==> src/rtl/spicfg_pkg.sv <==
package spicfg_pkg;

  typedef enum logic [1:0] {
    ST_ADDR   = 2'd0,
    ST_PTR    = 2'd1,
    ST_DATA   = 2'd2,
    ST_IGNORE = 2'd3
  } frameState_t;

  typedef struct packed {
    logic shiftEn;
    logic loadPtr;
    logic writeByte;
  } ctrlStrobes_t;

endpackage

==> src/rtl/spicfg_datapath.sv <==
module spicfg_datapath
  import spicfg_pkg::*;
#(
  parameter logic [6:0] DEV_ADDR    = 7'b0010000,
  parameter int         NUM_REGS    = 8,
  parameter int         SYNC_STAGES = 2,
  localparam int        IDX_W       = $clog2(NUM_REGS)
) (
  input  logic             clk,
  input  logic             rstN,
  input  logic             csIn,
  input  logic             sclkIn,
  input  logic             sdiIn,
  input  ctrlStrobes_t     ctl,
  output logic             sclkRise,
  output logic             csHigh,
  output logic             csFall,
  output logic             addrOk,
  output logic             wrStrobe,
  output logic [IDX_W-1:0] wrIndex,
  output logic [7:0]       wrData
);

  localparam int         NUM_PINS  = 3;
  localparam logic [2:0] RESET_VAL = 3'b100;
  localparam logic [7:0] REG_LIMIT = 8'(NUM_REGS);

  logic [NUM_PINS-1:0] rawIn;
  logic [NUM_PINS-1:0] synced;
  assign rawIn = {csIn, sclkIn, sdiIn};

  for (genvar g = 0; g < NUM_PINS; g++) begin : gSync
    logic [SYNC_STAGES-1:0] chain;
    always_ff @(posedge clk or negedge rstN) begin
      if (!rstN) chain <= {SYNC_STAGES{RESET_VAL[g]}};
      else       chain <= {chain[SYNC_STAGES-2:0], rawIn[g]};
    end
    assign synced[g] = chain[SYNC_STAGES-1];
  end

  logic csSync, sclkSync, sdiSync;
  logic csPrev, sclkPrev;
  assign csSync   = synced[2];
  assign sclkSync = synced[1];
  assign sdiSync  = synced[0];

  always_ff @(posedge clk or negedge rstN) begin
    if (!rstN) begin
      csPrev   <= 1'b1;
      sclkPrev <= 1'b0;
    end else begin
      csPrev   <= csSync;
      sclkPrev <= sclkSync;
    end
  end

  assign sclkRise = sclkSync & ~sclkPrev & ~csSync;
  assign csFall   = csPrev & ~csSync;
  assign csHigh   = csSync;

  logic [6:0] shiftReg;
  logic [7:0] byteNow;
  logic [7:0] ptrReg;
  logic [6:0] ptrIdx;
  logic       ptrIncr;
  logic       inRange;

  assign byteNow = {shiftReg, sdiSync};
  assign addrOk  = (byteNow[7:1] == DEV_ADDR) && !byteNow[0];
  assign ptrIdx  = ptrReg[6:0];
  assign ptrIncr = ptrReg[7];
  assign inRange = {1'b0, ptrIdx} < REG_LIMIT;

  always_ff @(posedge clk or negedge rstN) begin
    if (!rstN) shiftReg <= '0;
    else if (ctl.shiftEn) shiftReg <= byteNow[6:0];
  end

  always_ff @(posedge clk or negedge rstN) begin
    if (!rstN) begin
      ptrReg <= '0;
    end else if (ctl.loadPtr) begin
      ptrReg <= byteNow;
    end else if (ctl.writeByte && ptrIncr) begin
      ptrReg[6:0] <= ptrIdx + 7'd1;
    end
  end

  always_ff @(posedge clk or negedge rstN) begin
    if (!rstN) begin
      wrStrobe <= 1'b0;
      wrIndex  <= '0;
      wrData   <= '0;
    end else begin
      wrStrobe <= ctl.writeByte && inRange;
      if (ctl.writeByte) begin
        wrIndex <= ptrIdx[IDX_W-1:0];
        wrData  <= byteNow;
      end
    end
  end

  // the write pulse never lasts more than one cycle
  assert_strobe_single_R5: assert property (@(posedge clk) disable iff (!rstN)
    wrStrobe |=> !wrStrobe);

  // a write to an index past the bank gives no pulse
  assert_no_oob_write_R5: assert property (@(posedge clk) disable iff (!rstN)
    (ctl.writeByte && !inRange) |=> !wrStrobe);

  // pointer holds when auto-increment is off
  assert_ptr_hold_R6: assert property (@(posedge clk) disable iff (!rstN)
    (ctl.writeByte && !ptrIncr) |=> ptrIdx == $past(ptrIdx));

  // pointer advances by one, modulo 128, when auto-increment is on
  assert_ptr_adv_R7: assert property (@(posedge clk) disable iff (!rstN)
    (ctl.writeByte && ptrIncr) |=> ptrIdx == 7'($past(ptrIdx) + 7'd1));

  // no serial-clock edge is reported while chip select is high
  assert_no_edge_cs_high_R8: assert property (@(posedge clk) disable iff (!rstN)
    csHigh |-> !sclkRise);

endmodule

==> src/rtl/spicfg_control.sv <==
module spicfg_control
  import spicfg_pkg::*;
(
  input  logic         clk,
  input  logic         rstN,
  input  logic         sclkRise,
  input  logic         csHigh,
  input  logic         csFall,
  input  logic         addrOk,
  output ctrlStrobes_t ctl,
  output logic         spiMode
);

  localparam int         CNT_W    = 3;
  localparam logic [2:0] LAST_BIT = 3'(7);

  frameState_t      state;
  logic [CNT_W-1:0] bitCnt;
  logic             byteDone;

  assign byteDone = sclkRise && (bitCnt == LAST_BIT);

  always_comb begin
    ctl = '0;
    if (sclkRise) begin
      ctl.shiftEn = 1'b1;
      if (byteDone) begin
        ctl.loadPtr   = (state == ST_PTR);
        ctl.writeByte = (state == ST_DATA);
      end
    end
  end

  always_ff @(posedge clk or negedge rstN) begin
    if (!rstN) begin
      state  <= ST_ADDR;
      bitCnt <= '0;
    end else if (csHigh) begin
      state  <= ST_ADDR;
      bitCnt <= '0;
    end else if (sclkRise) begin
      bitCnt <= bitCnt + 3'd1;
      if (byteDone) begin
        unique case (state)
          ST_ADDR:   state <= addrOk ? ST_PTR : ST_IGNORE;
          ST_PTR:    state <= ST_DATA;
          ST_DATA:   state <= ST_DATA;
          ST_IGNORE: state <= ST_IGNORE;
          default:   state <= ST_IGNORE;
        endcase
      end
    end
  end

  always_ff @(posedge clk or negedge rstN) begin
    if (!rstN)       spiMode <= 1'b0;
    else if (csFall) spiMode <= 1'b1;
  end

  // bit counter moves only on a captured serial-clock edge
  assert_bitcnt_stable_R1: assert property (@(posedge clk) disable iff (!rstN)
    (!sclkRise && !csHigh) |=> $stable(bitCnt));

  // a rejected frame never requests a write
  assert_ignore_silent_R3: assert property (@(posedge clk) disable iff (!rstN)
    (state == ST_IGNORE) |-> !ctl.writeByte);

  // chip select high restarts the frame
  assert_cs_abort_R8: assert property (@(posedge clk) disable iff (!rstN)
    csHigh |=> (bitCnt == '0) && (state == ST_ADDR));

  // the mode indicator never clears without reset
  assert_mode_sticky_R9: assert property (@(posedge clk) disable iff (!rstN)
    spiMode |=> spiMode);

  // the mode indicator rises only on a chip-select fall
  assert_mode_cause_R9: assert property (@(posedge clk) disable iff (!rstN)
    $rose(spiMode) |-> $past(csFall));

endmodule

==> src/rtl/spi_cfg_port.sv <==
module spi_cfg_port
  import spicfg_pkg::*;
#(
  parameter logic [6:0] DEV_ADDR    = 7'b0010000,
  parameter int         NUM_REGS    = 8,
  parameter int         SYNC_STAGES = 2,
  localparam int        IDX_W       = $clog2(NUM_REGS)
) (
  input  logic             clk,
  input  logic             rstN,
  input  logic             spiCsN,
  input  logic             spiSclk,
  input  logic             spiSdi,
  output logic             wrStrobe,
  output logic [IDX_W-1:0] wrIndex,
  output logic [7:0]       wrData,
  output logic             spiMode
);

  ctrlStrobes_t ctl;
  logic sclkRise, csHigh, csFall, addrOk;

  spicfg_datapath #(
    .DEV_ADDR   (DEV_ADDR),
    .NUM_REGS   (NUM_REGS),
    .SYNC_STAGES(SYNC_STAGES)
  ) uDatapath (
    .clk     (clk),
    .rstN    (rstN),
    .csIn    (spiCsN),
    .sclkIn  (spiSclk),
    .sdiIn   (spiSdi),
    .ctl     (ctl),
    .sclkRise(sclkRise),
    .csHigh  (csHigh),
    .csFall  (csFall),
    .addrOk  (addrOk),
    .wrStrobe(wrStrobe),
    .wrIndex (wrIndex),
    .wrData  (wrData)
  );

  spicfg_control uControl (
    .clk     (clk),
    .rstN    (rstN),
    .sclkRise(sclkRise),
    .csHigh  (csHigh),
    .csFall  (csFall),
    .addrOk  (addrOk),
    .ctl     (ctl),
    .spiMode (spiMode)
  );

endmodule

==> config.mk <==
export PLATFORM = sky130hd
export DESIGN_NAME = spi_cfg_port
export DESIGN_NICKNAME = d
export VERILOG_FILES = /design/src/rtl/spicfg_pkg.sv /design/src/rtl/spicfg_datapath.sv /design/src/rtl/spicfg_control.sv /design/src/rtl/spi_cfg_port.sv
export SDC_FILE = /design/constraint.sdc
export NUM_CORES = 1
export LEC_CHECK = 0
export BUFFER_PORTS_ARGS = -buffer_cell sky130_fd_sc_hd__buf_2
export CAP_MARGIN = 10
export CORE_MARGIN = 3
export CORE_UTILIZATION = 55
export DETAILED_ROUTE_END_ITERATION = 10
export PLACE_DENSITY = 0.74
export SETUP_SLACK_MARGIN = 0.2
export SLEW_MARGIN = 30
export SYNTH_ARGS = -nofsm -noshare
export SYNTH_HDL_FRONTEND = slang
export SYNTH_SLANG_ARGS = --single-unit
==> constraint.sdc <==
create_clock -name clk -period 2.3 [get_ports clk]
set_input_delay 0.46 -clock clk [delete_from_list [all_inputs] [get_ports clk]]
set_output_delay 0.46 -clock clk [all_outputs]
set_load 0.02 [all_outputs]
# Yosys cells after proc, flatten, opt, wreduce, memory -nomap -nowiden
# Cells that the tools add are included.
# totals
regBits	41
input_bits	5
output_inout_bits	13
elab_cells	49
# classes
n_addsub	2
n_lt_le_gt_ge	1
n_eq_ne	5
n_mux	11
bitwise_logic	5
reduce_logical	11
# op_table
cell	count
7-bit two-way mux	2
2-bit two-way mux	5
3-bit two-way mux	3
7-bit by 1-bit adder with 7-bit output, second input constant	1
7-bit by 5-bit == test with 1-bit output, second input constant	1
7-bit by 4-bit < comparator with 1-bit output, second input constant	1
2-bit case mux with 3 select lines	1
2-bit nonzero test	3
2-bit == test, second input constant	2
1-bit logical AND	4
3-bit by 1-bit adder with 3-bit output, second input constant	1
1-bit AND	3
3-bit == test, second input constant	1
2-bit by 1-bit == test with 1-bit output, second input constant	1
2-bit logical NOT	1
1-bit NOT	2
2-bit AND reduction	1
2-bit OR reduction	1
1-bit logical NOT	1

# Longest topological paths before layout
# depth
ltp_word	9
depth_mapped	8
ltp_nobuf	6

# By module
# Synthesis repeated with hierarchy kept, for this count alone.
# unflattened
cells_unflattened	127
hier_area_um2	1707.9
# modules_own_cells
mod	instances	cells_per_inst	area_per_inst_um2	seq_area_each_um2
spicfg_datapath	1	97	1357.6	879.6
spicfg_control	1	30	350.3	150.1

# Least setup slack after synthesis
# OpenSTA, ideal clock, no wires.
# synth_path
path_type	register -> register
startpoint	register uControl.bitCnt[0]
endpoint	register uDatapath.wrData[1]
setup_time_ps	125
arrival_time_ps	1710
required_time_ps	2175
setup_slack_ps	466
stages_incl_launch_ff	8
path_buffers	2
period_less_slack_ps	1834
cell_sequence	dfrtp_1 -> ha_1 -> ha_1 -> and4bb_1 -> buf_2 -> nand2_1 -> buf_2 -> mux2_2
# synth_between
elab_chain_cells	4
# synth_rtl
element	line_no	rtl
start: declaration	spicfg_control.sv:18	logic [CNT_W-1:0] bitCnt;
start signal: assignment	spicfg_control.sv:42	bitCnt <= bitCnt + 3'd1;
3-bit == test	spicfg_control.sv:21	assign byteDone = sclkRise && (bitCnt == LAST_BIT);
1-bit logical AND	spicfg_control.sv:21	
2-bit two-way mux	spicfg_control.sv:27	if (byteDone) begin
3-bit two-way mux	spicfg_control.sv:25	if (sclkRise) begin
end signal: assignment	spicfg_datapath.sv:98	wrData <= byteNow;
end: declaration	spicfg_datapath.sv:21	output logic [7:0] wrData
# Every way passes these cells.
# A chain may end at the register's enable or synchronous reset.

# Worst setup path in the final report
# layout_path
startpoint	register uControl.bitCnt[0]
endpoint	register uDatapath.ptrReg[6]
# layout_between
elab_chain_cells	6
word_cells_on_any_way	7
classes_between	1 x eq/ne; 3 x mux; 3 x reduce/logical
# layout_rtl
element	line_no	rtl
3-bit == test *	spicfg_control.sv:21	
1-bit logical AND *	spicfg_control.sv:21	
2-bit two-way mux *	spicfg_control.sv:27	
3-bit two-way mux *	spicfg_control.sv:25	
1-bit logical AND	spicfg_datapath.sv:84	end else if (ctl.writeByte && ptrIncr) begin
2-bit nonzero test (no source line)	--	
end signal: assignment	spicfg_datapath.sv:83	ptrReg <= byteNow;
end signal: assignment	spicfg_datapath.sv:85	ptrReg[6:0] <= ptrIdx + 7'd1;
end: declaration	spicfg_datapath.sv:63	logic [7:0] ptrReg;
# Mark *: on every way between the ends. The rest lies on a longest branch, timed or not.

==> flow_summary.toml <==
[finish]
final_common_cell = "dfrtp_1"
fin_cells = 187
num_antenna_cells = 0
layout_common_cells = "dfrtp_1 (38), mux2_2 (19), buf_2 (16), nor2_1 (11), nand3_1 (7)"
nFillCells = 211
drive_gt1_share_pct = 32.1
syn2layout_area_growth_pct = 11.6
layout.nets = 166

[synthesis]
syn_avg_cell_area_um2 = 12.6
synthSimpleGateAreaFrac_pct = 11.8
synth.area.mux_share_pct = 13.6
syn_inst = 136
synth_nets = 147
seq_area_frac_synth_pct = 60.0
yosys_warnings = 0
synthTopCellsByArea = "dfrtp_1 (55%), mux2_2 (12%), dfstp_2 (4.6%), ha_1 (4.4%), nor2_1 (2.4%)"
synth_fa_ha_area_share_pct = 4.37
synthXorXnorAreaFrac_pct = 0.510
synth_top_area_share_pct = 55.4
synth_area_mm2 = 0.00172
synth_seq_cells = 41
ys_types = 28
synth_compound_area_share_pct = 7.00
yosysTopAreaCell = "dfrtp_1"
synth_top_family_by_area = "multiplexers"

[drt]
postRouteAntennaNets = 0
vias = 1104
drtPass1Iterations = 4
wirelength_um = 3040
drtIter0Drc = 29
avgRoutedWirePerCell_um = 16.3
drc = 0
vias_per_cell = 5.90

[sta]
skew_ps = 5.69
drv_slew = 0
finalSetupTns_ps = 0
fmax_ghz = 0.511
fin_crit_sh_pct = 85.1
holdWs_ps = 64.9
relSlewSlack_pct = 60.6
hold_viol_final = 0
setup_violations = 0
finalCriticalPeriod_ps = 1960
worst_pin_slew_ps = 589
rsz0062_at_grt = "no"

[global_routing]
grt_pass1_wl_um = 5080
antenna_found_initial = 0
overflow = 0
grt_max_degree = 42
grt_usage_pct = 18.8
grt_pass1_vias = 1076

[setup_path]
path_class = "register to register"
cp-end-kind = "register"
crit_chain = "ha_1 -> ha_1 -> and4bb_2 -> nand3_1 -> or4_1 -> nand3_1"
cp.required_ps = 2590
crit_slowest_cell = "or4_1"
critPathTopFamily = "simple AND/OR/NAND/NOR gates"
startpoint_type = "register"
cp.arrival_ps = 2250
critPathBufInv = 0
path_max_fanout = 15
max_stage_delay_ps = 490

[power]
p_per_area_mw_per_mm2 = 748
p_sw_uw = 341
pwr-share-clk_pct = 34.0
intPower_mw = 1.09
combPwrFrac_pct = 6.0
seqPwrFrac_pct = 60.0
leakage_nw = 0.953
sw_frac_of_total_pct = 23.8
irDropWorstVdd_uv = 506

[cts]
clk_latency_ps = 350
clk_pin_slew_ps = 120
clock_sinks = 41
cts_buffer_depth = 2
clock-root-buffer = "clkbuf_4"
cts_made_buffers = 5
htree_levels = 2
post_cts_buffers = 0
cts_tree = "done"

[place]
dp.cells = 179
dp_hpwl_um = 2120
routabilityCongestion = 0.785
port_buffers = 17

[floorplanning]
fp.dieW_um = 61.9
core_mm2 = 0.00285
rows = 19
io_pins = 18
die_h_um = 61.9
dieArea_mm2 = 0.00383
start_util_pct = 60.2

[run]
drv_cap = 0

[outcome]
status = "complete, no violations"

[hold_path]
hp-class = "input port to async pin"
==> registers in the layout, indices dropped and copies added, names as in the netlist <==
signal / flops
uDatapath.gSync.chain: 6
uControl.state: 2
uDatapath.wrIndex: 3
uControl.bitCnt: 3
uControl.spiMode: 1
uDatapath.ptrReg: 8
uDatapath.sclkPrev: 1
uDatapath.wrData: 8
uDatapath.shiftReg: 7
uDatapath.wrStrobe: 1
uDatapath.csPrev: 1
==> final timing paths <==
kind | start | end | slack, ps | depth (start not counted)
max in group asynchronous | rstN | uDatapath.gSync[2].chain[0] | 1880 | 1
setup reg to reg | uControl.bitCnt[0] | uDatapath.ptrReg[6] | 340 | 6
min in group clk | spiCsN | uDatapath.gSync[2].chain[0] | 190 | 1
setup / recovery | uControl.bitCnt[0] | uDatapath.ptrReg[6] | 340 | 6
hold / removal | rstN | uDatapath.wrIndex[2] | 60 | 1
hold reg to reg | uDatapath.gSync[0].chain[0] | uDatapath.gSync[0].chain[1] | 360 | 0
==> power groups by stage <==
stage | Clock (mW) | Sequential (mW) | Combinational [mW]
after floorplan | 0 | 0.839 | 0.0645
after global placement | 0 | 0.871 | 0.0815
after detailed placement | 0 | 0.873 | 0.0877
after CTS | 0.504 | 0.859 | 0.0883
after global routing | 0.531 | 0.871 | 0.0983
final | 0.487 | 0.860 | 0.0864
==> kinds of logic (layout without fill, tap and decap cells) <==
logic type	after synthesis	in the layout
AOI/OAI and AO/OA	19	19
xor gates and xnor gates	1	1
adders and majority gates	6	6
buffers and inverters	11	31
DFF	41	41
muxes	21	21
and+or+nand+nor	37	37
==> through the flow <==
step	total power, mW	area, um2	setup slack (ps)	utilization (%)
after floorplan	0.904	1720	466	-
after detailed placement	0.961	1820	270	63.9
after global routing	1.50	1920	221	67.1
final	1.43	1920	343	67.1
after global placement	0.953	1820	353	63.9
after CTS	1.45	1910	237	67.1
==> metal layers <==
layer	part of all wire (%)	GRT usage [%]
met4	1.7	9.70
met2	47	27.8
met3	3.9	5.99
met5	0	0
met1	47	24.9
==> repair_timing <==
action	4_1_cts	5_1_grt
gates resized for setup	0	1
hold buffers	0	0
endpoints found under the hold margin	0	0
endpoints found under the setup margin	0	4
==> cells in the mapped netlist <==
cell,instances
o211ai_1,2
and3_1,1
dfrtp_1,38
dfstp_2,3
or4_1,3
nand2b_1,1
buf_2,4
nor4b_1,1
a211oi_1,2
a21o_1,3
and2_1,1
and4b_1,1
o21ai_0,1
mux2i_1,2
a21oi_1,5
clkbuf_1,3
nand3b_1,1
o22ai_1,6
nand4_1,4
nor2_1,11
mux2_2,19
xor2_1,1
nor4_1,1
and4bb_1,1
nand3_1,7
nand2_1,4
inv_1,4
ha_1,6
==> cell type report <==
cell class                      instances  area [um2]  area share [%]
Multi-Input combinational cell         84         641            33.4
Clock buffer                            6        51.3            2.68
Tap cell                               31        38.8            2.02
Sequential cell                        41        1030            53.8
Clock inverter                          2        37.5            1.96
Inverter                                4        15.0           0.784
Timing Repair Buffer                   19         103            5.36
Note: power is estimated with default switching activity, not from simulation.
